### config.mk
export PLATFORM = sky130hd
export DESIGN_NAME = nand_cmd_seq
export DESIGN_NICKNAME = d
export VERILOG_FILES = /design/src/rtl/nand_seq_pkg.sv /design/src/rtl/nand_cycle_timer.sv /design/src/rtl/nand_poll_watch.sv /design/src/rtl/nand_cmd_seq.sv
export SDC_FILE = /design/constraint.sdc
export NUM_CORES = 1
export LEC_CHECK = 0
export BUFFER_PORTS_ARGS = -buffer_cell sky130_fd_sc_hd__buf_4
export CAP_MARGIN = 0
export CORE_MARGIN = 3
export CORE_UTILIZATION = 60
export CTS_CLUSTER_SIZE = 16
export DETAILED_ROUTE_END_ITERATION = 16
export PLACE_DENSITY_LB_ADDON = 0.3
export SLEW_MARGIN = 40
export SYNTH_ARGS = -nofsm -noshare
export SYNTH_HDL_FRONTEND = slang
export SYNTH_SLANG_ARGS = --single-unit
### constraint.sdc
create_clock -name clk -period 6.11 [get_ports clk]
set_input_delay 0.611 -clock clk [delete_from_list [all_inputs] [get_ports clk]]
set_output_delay 0.611 -clock clk [all_outputs]
set_load 0.03 [all_outputs]
### src/rtl/nand_seq_pkg.sv
package nand_seq_pkg;

  // Operation codes on req_op
  localparam logic [2:0] OP_RESET   = 3'd0;
  localparam logic [2:0] OP_READID  = 3'd1;
  localparam logic [2:0] OP_STATUS  = 3'd2;
  localparam logic [2:0] OP_ERASE   = 3'd3;
  localparam logic [2:0] OP_PROGRAM = 3'd4;

  // Bytes placed on the bus during command cycles
  localparam logic [7:0] CMD_RESET    = 8'hFF;
  localparam logic [7:0] CMD_READID   = 8'h90;
  localparam logic [7:0] CMD_STATUS   = 8'h70;
  localparam logic [7:0] CMD_ERASE    = 8'h60;
  localparam logic [7:0] CMD_ERASE_GO = 8'hD0;
  localparam logic [7:0] CMD_PROG     = 8'h80;
  localparam logic [7:0] CMD_PROG_GO  = 8'h10;

  // Status byte bit positions
  localparam int ST_FAIL = 0;
  localparam int ST_RDY  = 6;
  localparam int ST_WEN  = 7;

  typedef enum logic [3:0] {
    S_IDLE, S_CMD1, S_ADDR, S_WLOAD, S_WDATA, S_CMD2,
    S_STCMD, S_STRD, S_IDRD, S_ABORT, S_DONE
  } seq_state_e;

  function automatic logic [7:0] lead_cmd(input logic [2:0] op);
    case (op)
      OP_RESET:   lead_cmd = CMD_RESET;
      OP_READID:  lead_cmd = CMD_READID;
      OP_ERASE:   lead_cmd = CMD_ERASE;
      default:    lead_cmd = CMD_PROG;
    endcase
  endfunction

endpackage

### src/rtl/nand_cycle_timer.sv
module nand_cycle_timer #(
  parameter int TLOW  = 2,
  parameter int THIGH = 2
) (
  input  logic clk,
  input  logic rst_n,
  input  logic run,
  output logic low,
  output logic smp,
  output logic fin
);
  localparam int LEN = TLOW + THIGH;
  localparam int CW  = (LEN > 2) ? $clog2(LEN) : 1;

  logic [CW-1:0] cnt_q, cnt_d;

  always_comb begin
    cnt_d = cnt_q;
    if (!run)                         cnt_d = '0;
    else if (cnt_q == CW'(LEN - 1))   cnt_d = '0;
    else                              cnt_d = cnt_q + 1'b1;
  end

  always_ff @(posedge clk or negedge rst_n) begin
    if (!rst_n) cnt_q <= '0;
    else        cnt_q <= cnt_d;
  end

  assign low = run && (cnt_q < CW'(TLOW));
  assign smp = run && (cnt_q == CW'(TLOW - 1));
  assign fin = run && (cnt_q == CW'(LEN - 1));
endmodule

### src/rtl/nand_poll_watch.sv
module nand_poll_watch #(
  parameter int TW = 18
) (
  input  logic          clk,
  input  logic          rst_n,
  input  logic          run,
  input  logic [TW-1:0] limit,
  output logic          expired
);
  logic [TW-1:0] cnt_q, cnt_d;

  always_comb begin
    cnt_d = cnt_q;
    if (!run)               cnt_d = '0;
    else if (cnt_q < limit) cnt_d = cnt_q + 1'b1;
  end

  always_ff @(posedge clk or negedge rst_n) begin
    if (!rst_n) cnt_q <= '0;
    else        cnt_q <= cnt_d;
  end

  assign expired = run && (cnt_q >= limit);
endmodule

### src/rtl/nand_cmd_seq.sv
module nand_cmd_seq
  import nand_seq_pkg::*;
#(
  parameter int TLOW      = 2,
  parameter int THIGH     = 2,
  parameter int COL_CYC   = 2,
  parameter int ROW_CYC   = 3,
  parameter int ID_BYTES  = 4,
  parameter int ERASE_TMO = 200000,
  parameter int PROG_TMO  = 70000
) (
  input  logic                 clk,
  input  logic                 rst_n,
  input  logic                 req_valid,
  output logic                 req_ready,
  input  logic [2:0]           req_op,
  input  logic [8*ROW_CYC-1:0] req_row,
  input  logic [8*COL_CYC-1:0] req_col,
  input  logic                 wr_valid,
  output logic                 wr_ready,
  input  logic [7:0]           wr_data,
  input  logic                 wr_last,
  input  logic                 abort_req,
  output logic                 rd_valid,
  output logic [7:0]           rd_data,
  output logic                 done,
  output logic                 sts_fail,
  output logic                 sts_wp,
  output logic                 sts_tmo,
  output logic                 sts_abort,
  output logic                 nand_ce_n,
  output logic                 nand_cle,
  output logic                 nand_ale,
  output logic                 nand_we_n,
  output logic                 nand_re_n,
  output logic [7:0]           nand_dq_o,
  output logic                 nand_dq_oe,
  input  logic [7:0]           nand_dq_i
);
  localparam int ADR_CYC = COL_CYC + ROW_CYC;
  localparam int AW      = (ADR_CYC > 2) ? $clog2(ADR_CYC) : 1;
  localparam int IW      = (ID_BYTES > 2) ? $clog2(ID_BYTES) : 1;
  localparam int TMO_MAX = (ERASE_TMO > PROG_TMO) ? ERASE_TMO : PROG_TMO;
  localparam int TW      = $clog2(TMO_MAX + 1);

  // Reset: asserted asynchronously, released on a clock edge
  logic [1:0] rsync_q;
  logic       rst_i_n;
  always_ff @(posedge clk or negedge rst_n) begin
    if (!rst_n) rsync_q <= 2'b00;
    else        rsync_q <= {rsync_q[0], 1'b1};
  end
  assign rst_i_n = rsync_q[1];

  seq_state_e             state_q, state_d;
  logic [2:0]             op_q, op_d;
  logic [8*ADR_CYC-1:0]   adr_q, adr_d;
  logic [AW-1:0]          aidx_q, aidx_d;
  logic [IW-1:0]          iidx_q, iidx_d;
  logic [7:0]             wbyte_q, wbyte_d, stat_q, stat_d, rdd_q, rdd_d;
  logic                   wlast_q, wlast_d, abt_q, abt_d;
  logic                   rtmo_q, rtmo_d, rabt_q, rabt_d, rdv_q, rdv_d;

  logic bus_cyc, is_wr, is_rd, polling, low, smp, fin, expired, uses_st;
  logic [TW-1:0] limit;

  assign is_wr   = (state_q == S_CMD1) || (state_q == S_ADDR) || (state_q == S_WDATA) ||
                   (state_q == S_CMD2) || (state_q == S_STCMD) || (state_q == S_ABORT);
  assign is_rd   = (state_q == S_STRD) || (state_q == S_IDRD);
  assign bus_cyc = is_wr || is_rd;
  assign polling = (state_q == S_STCMD) || (state_q == S_STRD);
  assign limit   = (op_q == OP_ERASE) ? TW'(ERASE_TMO) : TW'(PROG_TMO);

  nand_cycle_timer #(.TLOW(TLOW), .THIGH(THIGH)) u_timer (
    .clk(clk), .rst_n(rst_i_n), .run(bus_cyc), .low(low), .smp(smp), .fin(fin));

  nand_poll_watch #(.TW(TW)) u_watch (
    .clk(clk), .rst_n(rst_i_n), .run(polling), .limit(limit), .expired(expired));

  // Next-state process
  always_comb begin
    state_d = state_q;  op_d = op_q;     adr_d = adr_q;   aidx_d = aidx_q;
    iidx_d  = iidx_q;   wbyte_d = wbyte_q; wlast_d = wlast_q; stat_d = stat_q;
    abt_d   = abt_q;    rtmo_d = rtmo_q; rabt_d = rabt_q; rdd_d = rdd_q;
    rdv_d   = 1'b0;
    unique case (state_q)
      S_IDLE: if (req_valid) begin
        op_d   = req_op;
        adr_d  = {req_row, req_col};
        aidx_d = (req_op == OP_ERASE) ? AW'(COL_CYC) : '0;
        iidx_d = '0;
        abt_d  = 1'b0;
        rtmo_d = 1'b0;
        rabt_d = 1'b0;
        case (req_op)
          OP_RESET, OP_READID, OP_ERASE, OP_PROGRAM: state_d = S_CMD1;
          OP_STATUS:                                 state_d = S_STCMD;
          default:                                   state_d = S_DONE;
        endcase
      end
      S_CMD1:  if (fin) state_d = (op_q == OP_RESET) ? S_DONE : S_ADDR;
      S_ADDR:  if (fin) begin
        if (op_q == OP_READID)                state_d = S_IDRD;
        else if (aidx_q == AW'(ADR_CYC - 1))  state_d = (op_q == OP_ERASE) ? S_CMD2 : S_WLOAD;
        else                                  aidx_d  = aidx_q + 1'b1;
      end
      S_WLOAD: if (wr_valid) begin
        wbyte_d = wr_data;
        wlast_d = wr_last;
        state_d = S_WDATA;
      end
      S_WDATA: if (fin) state_d = wlast_q ? S_CMD2 : S_WLOAD;
      S_CMD2:  if (fin) state_d = S_STCMD;
      S_STCMD: if (fin) state_d = abt_q ? S_ABORT : S_STRD;
      S_STRD: begin
        if (smp) begin
          stat_d = nand_dq_i;
          rdd_d  = nand_dq_i;
          rdv_d  = (op_q == OP_STATUS);
        end
        if (fin) begin
          if (abt_q)                                        state_d = S_ABORT;
          else if (stat_q[ST_RDY] || (op_q == OP_STATUS))   state_d = S_DONE;
          else if (expired) begin
            state_d = S_DONE;
            rtmo_d  = 1'b1;
          end
        end
      end
      S_IDRD: begin
        if (smp) begin
          rdd_d = nand_dq_i;
          rdv_d = 1'b1;
        end
        if (fin) begin
          if (iidx_q == IW'(ID_BYTES - 1)) state_d = S_DONE;
          else                             iidx_d  = iidx_q + 1'b1;
        end
      end
      S_ABORT: if (fin) begin
        state_d = S_DONE;
        rabt_d  = 1'b1;
      end
      S_DONE:  state_d = S_IDLE;
      default: state_d = S_IDLE;
    endcase
    if (polling && abort_req && (op_q != OP_STATUS)) abt_d = 1'b1;
  end

  // Register process
  always_ff @(posedge clk or negedge rst_i_n) begin
    if (!rst_i_n) begin
      state_q <= S_IDLE;  op_q <= '0;    adr_q <= '0;   aidx_q <= '0;
      iidx_q  <= '0;      wbyte_q <= '0; wlast_q <= 1'b0; stat_q <= '0;
      abt_q   <= 1'b0;    rtmo_q <= 1'b0; rabt_q <= 1'b0; rdd_q <= '0;
      rdv_q   <= 1'b0;
    end else begin
      state_q <= state_d; op_q <= op_d;   adr_q <= adr_d; aidx_q <= aidx_d;
      iidx_q  <= iidx_d;  wbyte_q <= wbyte_d; wlast_q <= wlast_d; stat_q <= stat_d;
      abt_q   <= abt_d;   rtmo_q <= rtmo_d; rabt_q <= rabt_d; rdd_q <= rdd_d;
      rdv_q   <= rdv_d;
    end
  end

  // Bus outputs
  always_comb begin
    unique case (state_q)
      S_CMD1:  nand_dq_o = lead_cmd(op_q);
      S_ADDR:  nand_dq_o = (op_q == OP_READID) ? 8'h00 : adr_q[int'(aidx_q)*8 +: 8];
      S_WDATA: nand_dq_o = wbyte_q;
      S_CMD2:  nand_dq_o = (op_q == OP_ERASE) ? CMD_ERASE_GO : CMD_PROG_GO;
      S_STCMD: nand_dq_o = CMD_STATUS;
      S_ABORT: nand_dq_o = CMD_RESET;
      default: nand_dq_o = 8'h00;
    endcase
  end

  assign nand_ce_n  = (state_q == S_IDLE) || (state_q == S_DONE);
  assign nand_cle   = (state_q == S_CMD1) || (state_q == S_CMD2) ||
                      (state_q == S_STCMD) || (state_q == S_ABORT);
  assign nand_ale   = (state_q == S_ADDR);
  assign nand_we_n  = !(is_wr && low);
  assign nand_re_n  = !(is_rd && low);
  assign nand_dq_oe = is_wr;

  assign req_ready = (state_q == S_IDLE);
  assign wr_ready  = (state_q == S_WLOAD);
  assign done      = (state_q == S_DONE);
  assign rd_valid  = rdv_q;
  assign rd_data   = rdd_q;

  assign uses_st   = (op_q == OP_STATUS) || (op_q == OP_ERASE) || (op_q == OP_PROGRAM);
  assign sts_fail  = done && uses_st && !rabt_q && !rtmo_q && stat_q[ST_FAIL];
  assign sts_wp    = done && uses_st && !rabt_q && !stat_q[ST_WEN];
  assign sts_tmo   = done && rtmo_q;
  assign sts_abort = done && rabt_q;
endmodule

==> out/qor.txt <==
Syn Nets -> 525
Synthesized flop and latch total -> 98
Post-synth EDFFs -> 0
Async set-or-reset flop fraction in the synthesized netlist -> 100%
Fin crit period -> 3110 ps
Critical-path top delay cell -> dfrtp_1
I/O Pins -> 95
Final Power -> 2.94 mW
Number of buffers and inverters on the critical path -> 1
Clock slew at reported path FFs -> 100 ps
Fmax -> 322 MHz
Clock sink count -> 98
Die width -> 98.6 µm
Worst slew pin tran -> 831 ps
Clock network power share -> 13.4%
H-tree depth -> 3
Startpoint types -> register
Number of port buffers -> 94
Critical Path AT -> 2500 ps
Synth area leader -> dfrtp_1
Vias in the first global route -> 3,982
Most frequently used flop master after synthesis -> dfrtp_1
Register area share after synthesis -> 47.7%
Cell Chain, Critical Path -> mux4_2, a22oi_1, nor2_1, or3_1, buf_4
Final Max Slew Viols -> 0
Outcome -> finished, final reports clean
Initial antenna violation count -> 0
WL final -> 11,400 µm
Area of the die -> 9720 µm²
Syn Inst Count -> 447
Final Hold Viols -> 0
Post-synthesis cell area -> 5140 µm²
Area after DPL -> 5910 µm²
TritonCTS Buffers -> 9
Placed cell count -> 630
Design area -> 6110 µm²
Yosys warning count -> 0
Routability Congestion -> 0.864
Starting Density -> 62.3%
Inserted Diodes -> 0
Final worst-path cycle share -> 50.8%
CTS tree -> done
PD cells -> 481 nW/µm²
Fin cells -> 647
CTS Root Cell -> clkbuf_8
Setup Viol. Count Final -> 0
Remaining antenna violation count after routing -> 0
Worst min path class -> reg -> async
Layout cells sized above 1 -> 37.1%
Routed WL per cell -> 17.6 µm
Core area -> 8260 µm²
Nets -> 615
Global-route wire length before repair -> 19,100 µm
LEAKAGE -> 2.70 nW
Synth top cells by count -> 98 x dfrtp_1, 63 x mux2_2, 37 x nand2_1
Switching pwr -> 1.21 mW
Gate power share -> 47.7%
RSZ-0062 raised after global routing -> no
Post-DP HPWL -> 8460 µm
Reg power frac -> 38.9%
Cell-internal power -> 1.73 mW
DRC Markers -> 0
Iter 0 DRT Violations -> 293
TNS Setup -> 0 ps
Area grow syn2layout -> 18.8%
Worst Path Max Fanout -> 12
Worst Setup End Kind -> output pin
Hold WS -> 335 ps
Vias per cell -> 6.03
First-pass DRT Iterations -> 5
Top post-synthesis cells by area -> dfrtp_1 48%, mux2_2 14%, mux4_2 3.5%, ha_1 3.2%, xnor2_1 2.7%
Gr usage total -> 24.7%
Via count -> 3,901
CP peak stage delay -> 780 ps
Total congestion overflow -> 0
Clock Tree Buf Depth -> 2
Largest net degree at the start of global routing -> 52
Crit Path Category -> reg -> out
Clk_lat worst skew -> 370 ps
Avg Cell Area, Syn -> 11.5 µm²
CP top delay family -> flip-flops
Rel. slew slack -> 44.6%
Num rows -> 33
Fin Clk Skew -> 10.5 ps
Number of max-cap violations -> 0
Post-synth cell types -> 58
Count leader, synth -> dfrtp_1
Switching share of power -> 41.3%
VDD IR max -> 0.000334 V
Die H -> 98.6 µm
Crit path required time -> 5500 ps
Top cell type's share of synthesized area -> 47.7%
state kept, by name, summed over array words and instances, names as in the netlist, 3 cells and up:
signal	flops
u_watch.cnt_q	18
adr_q	40
rd_data	8
state_q	4
wbyte_q	8
stat_q	3
aidx_q	3
op_q	3
layer usage:
layer | vias up | GRT usage, % | wire length, µm
met4 | 0 | 9.35 | 255
met1 | 1911 | 31.4 | 4710
met2 | 156 | 40.6 | 5600
li1 | 1811 | - | -
met5 | - | 0 | 0
met3 | 23 | 6.65 | 815
through the flow:
| step | setup WS, ps | util, % |
|---|---|---|
| finish | 3000 | 74.0 |
| global route | 2830 | 74.0 |
| detailed placement | 3200 | 71.6 |
| global placement | 3360 | 71.5 |
| CTS | 2860 | 73.9 |
| floorplan | 3180 | - |
timing repair:
action,CTS,global route
endpoints found under the hold margin,2,0
gates resized for setup,0,0
hold buffers,1,0
buffers inserted,0,0
kinds of logic after synthesis:
group	Yosys count	share of synthesized area [%]
AO/OA/AOI/OAI	66	9.22
flip-flops	98	47.7
adder cells (fa/ha/maj)	13	3.16
other	1	0.0729
buffers and inverters	29	2.53
AND/OR/NAND/NOR	143	15.3
multiplexers	81	19.3
XOR/XNOR	16	2.72
cell type report:
type                    instances  area (µm²)
multi-input cells             320        2570
flip-flops and latches         98        2460
fillers                       624        2150
repair buffers                 96         723
well taps                     105         131
clock buffers                   9         124
clock inverters                 7        58.8
inverters                      12        45.0
power groups by stage:
| stage | clock, mW | combinational (mW) | sequential [mW] |
|---|---|---|---|
| 3_3_place_gp | 0 | 1.36 | 1.13 |
| 3_5_place_dp | 0 | 1.40 | 1.15 |
| 6_report | 0.394 | 1.40 | 1.14 |
| 5_1_grt | 0.431 | 1.52 | 1.18 |
| 2_1_floorplan | 0 | 1.02 | 1.09 |
| 4_1_cts | 0.402 | 1.41 | 1.14 |
path summary, 6_finish.rpt:
kind,cells past startpoint,startpoint,to,slack [ps]
min in group clk,0,rsync_q[0]$_DFF_PN0_,rsync_q[1]$_DFF_PN0_,370
worst max register to register,10,op_q[1]$_DFFE_PN0P_,state_q[1]$_DFFE_PN0P_,3180
worst max-delay path,5,aidx_q[0]$_DFFE_PN0P_,nand_dq_o[6],3000
worst min register to register,0,rsync_q[1]$_DFF_PN0_,op_q[0]$_DFFE_PN0P_,330
worst min-delay path,0,rsync_q[1]$_DFF_PN0_,op_q[0]$_DFFE_PN0P_,330
max in group asynchronous,1,rsync_q[1]$_DFF_PN0_,adr_q[33]$_DFFE_PN0P_,4730
worst reg2reg max path, stage by stage, from the launching register on:
cell	delay [ps]
dfrtp_1	420
nor2b_1	180
nand2_1	210
inv_1	170
ha_1	350
nand3_1	130
nor3_4	190
a2bb2oi_4	480
nor4_2	130
nor2b_1	240
mux2_1	340
cells in the final DEF, fill, tap and decap left out, drive strengths merged, types with 2 or more instances in the layout:
cell type	netlist	routed
a32o	2	2
and3	4	4
nor3b	4	4
a211oi	3	3
xnor2	16	16
or3	3	3
nor2b	7	7
nand4	4	4
and2	4	4
o22ai	2	2
nand2	37	37
and4	3	3
a22oi	10	10
o21a	4	4
o211ai	5	5
a21boi	2	2
nor3	11	11
o21ai	15	15
buf	7	95
mux2	65	65
nor4b	3	3
nor4bb	2	2
clkinv	1	4
inv	11	14
nand3	9	9
nor2	34	34
ha	13	13
mux2i	8	8
nor4	10	10
clkbuf	10	9
a21oi	11	11
nand2b	5	5
mux4	8	8
dfrtp	98	98
Note: power is estimated with default switching activity, not from simulation.
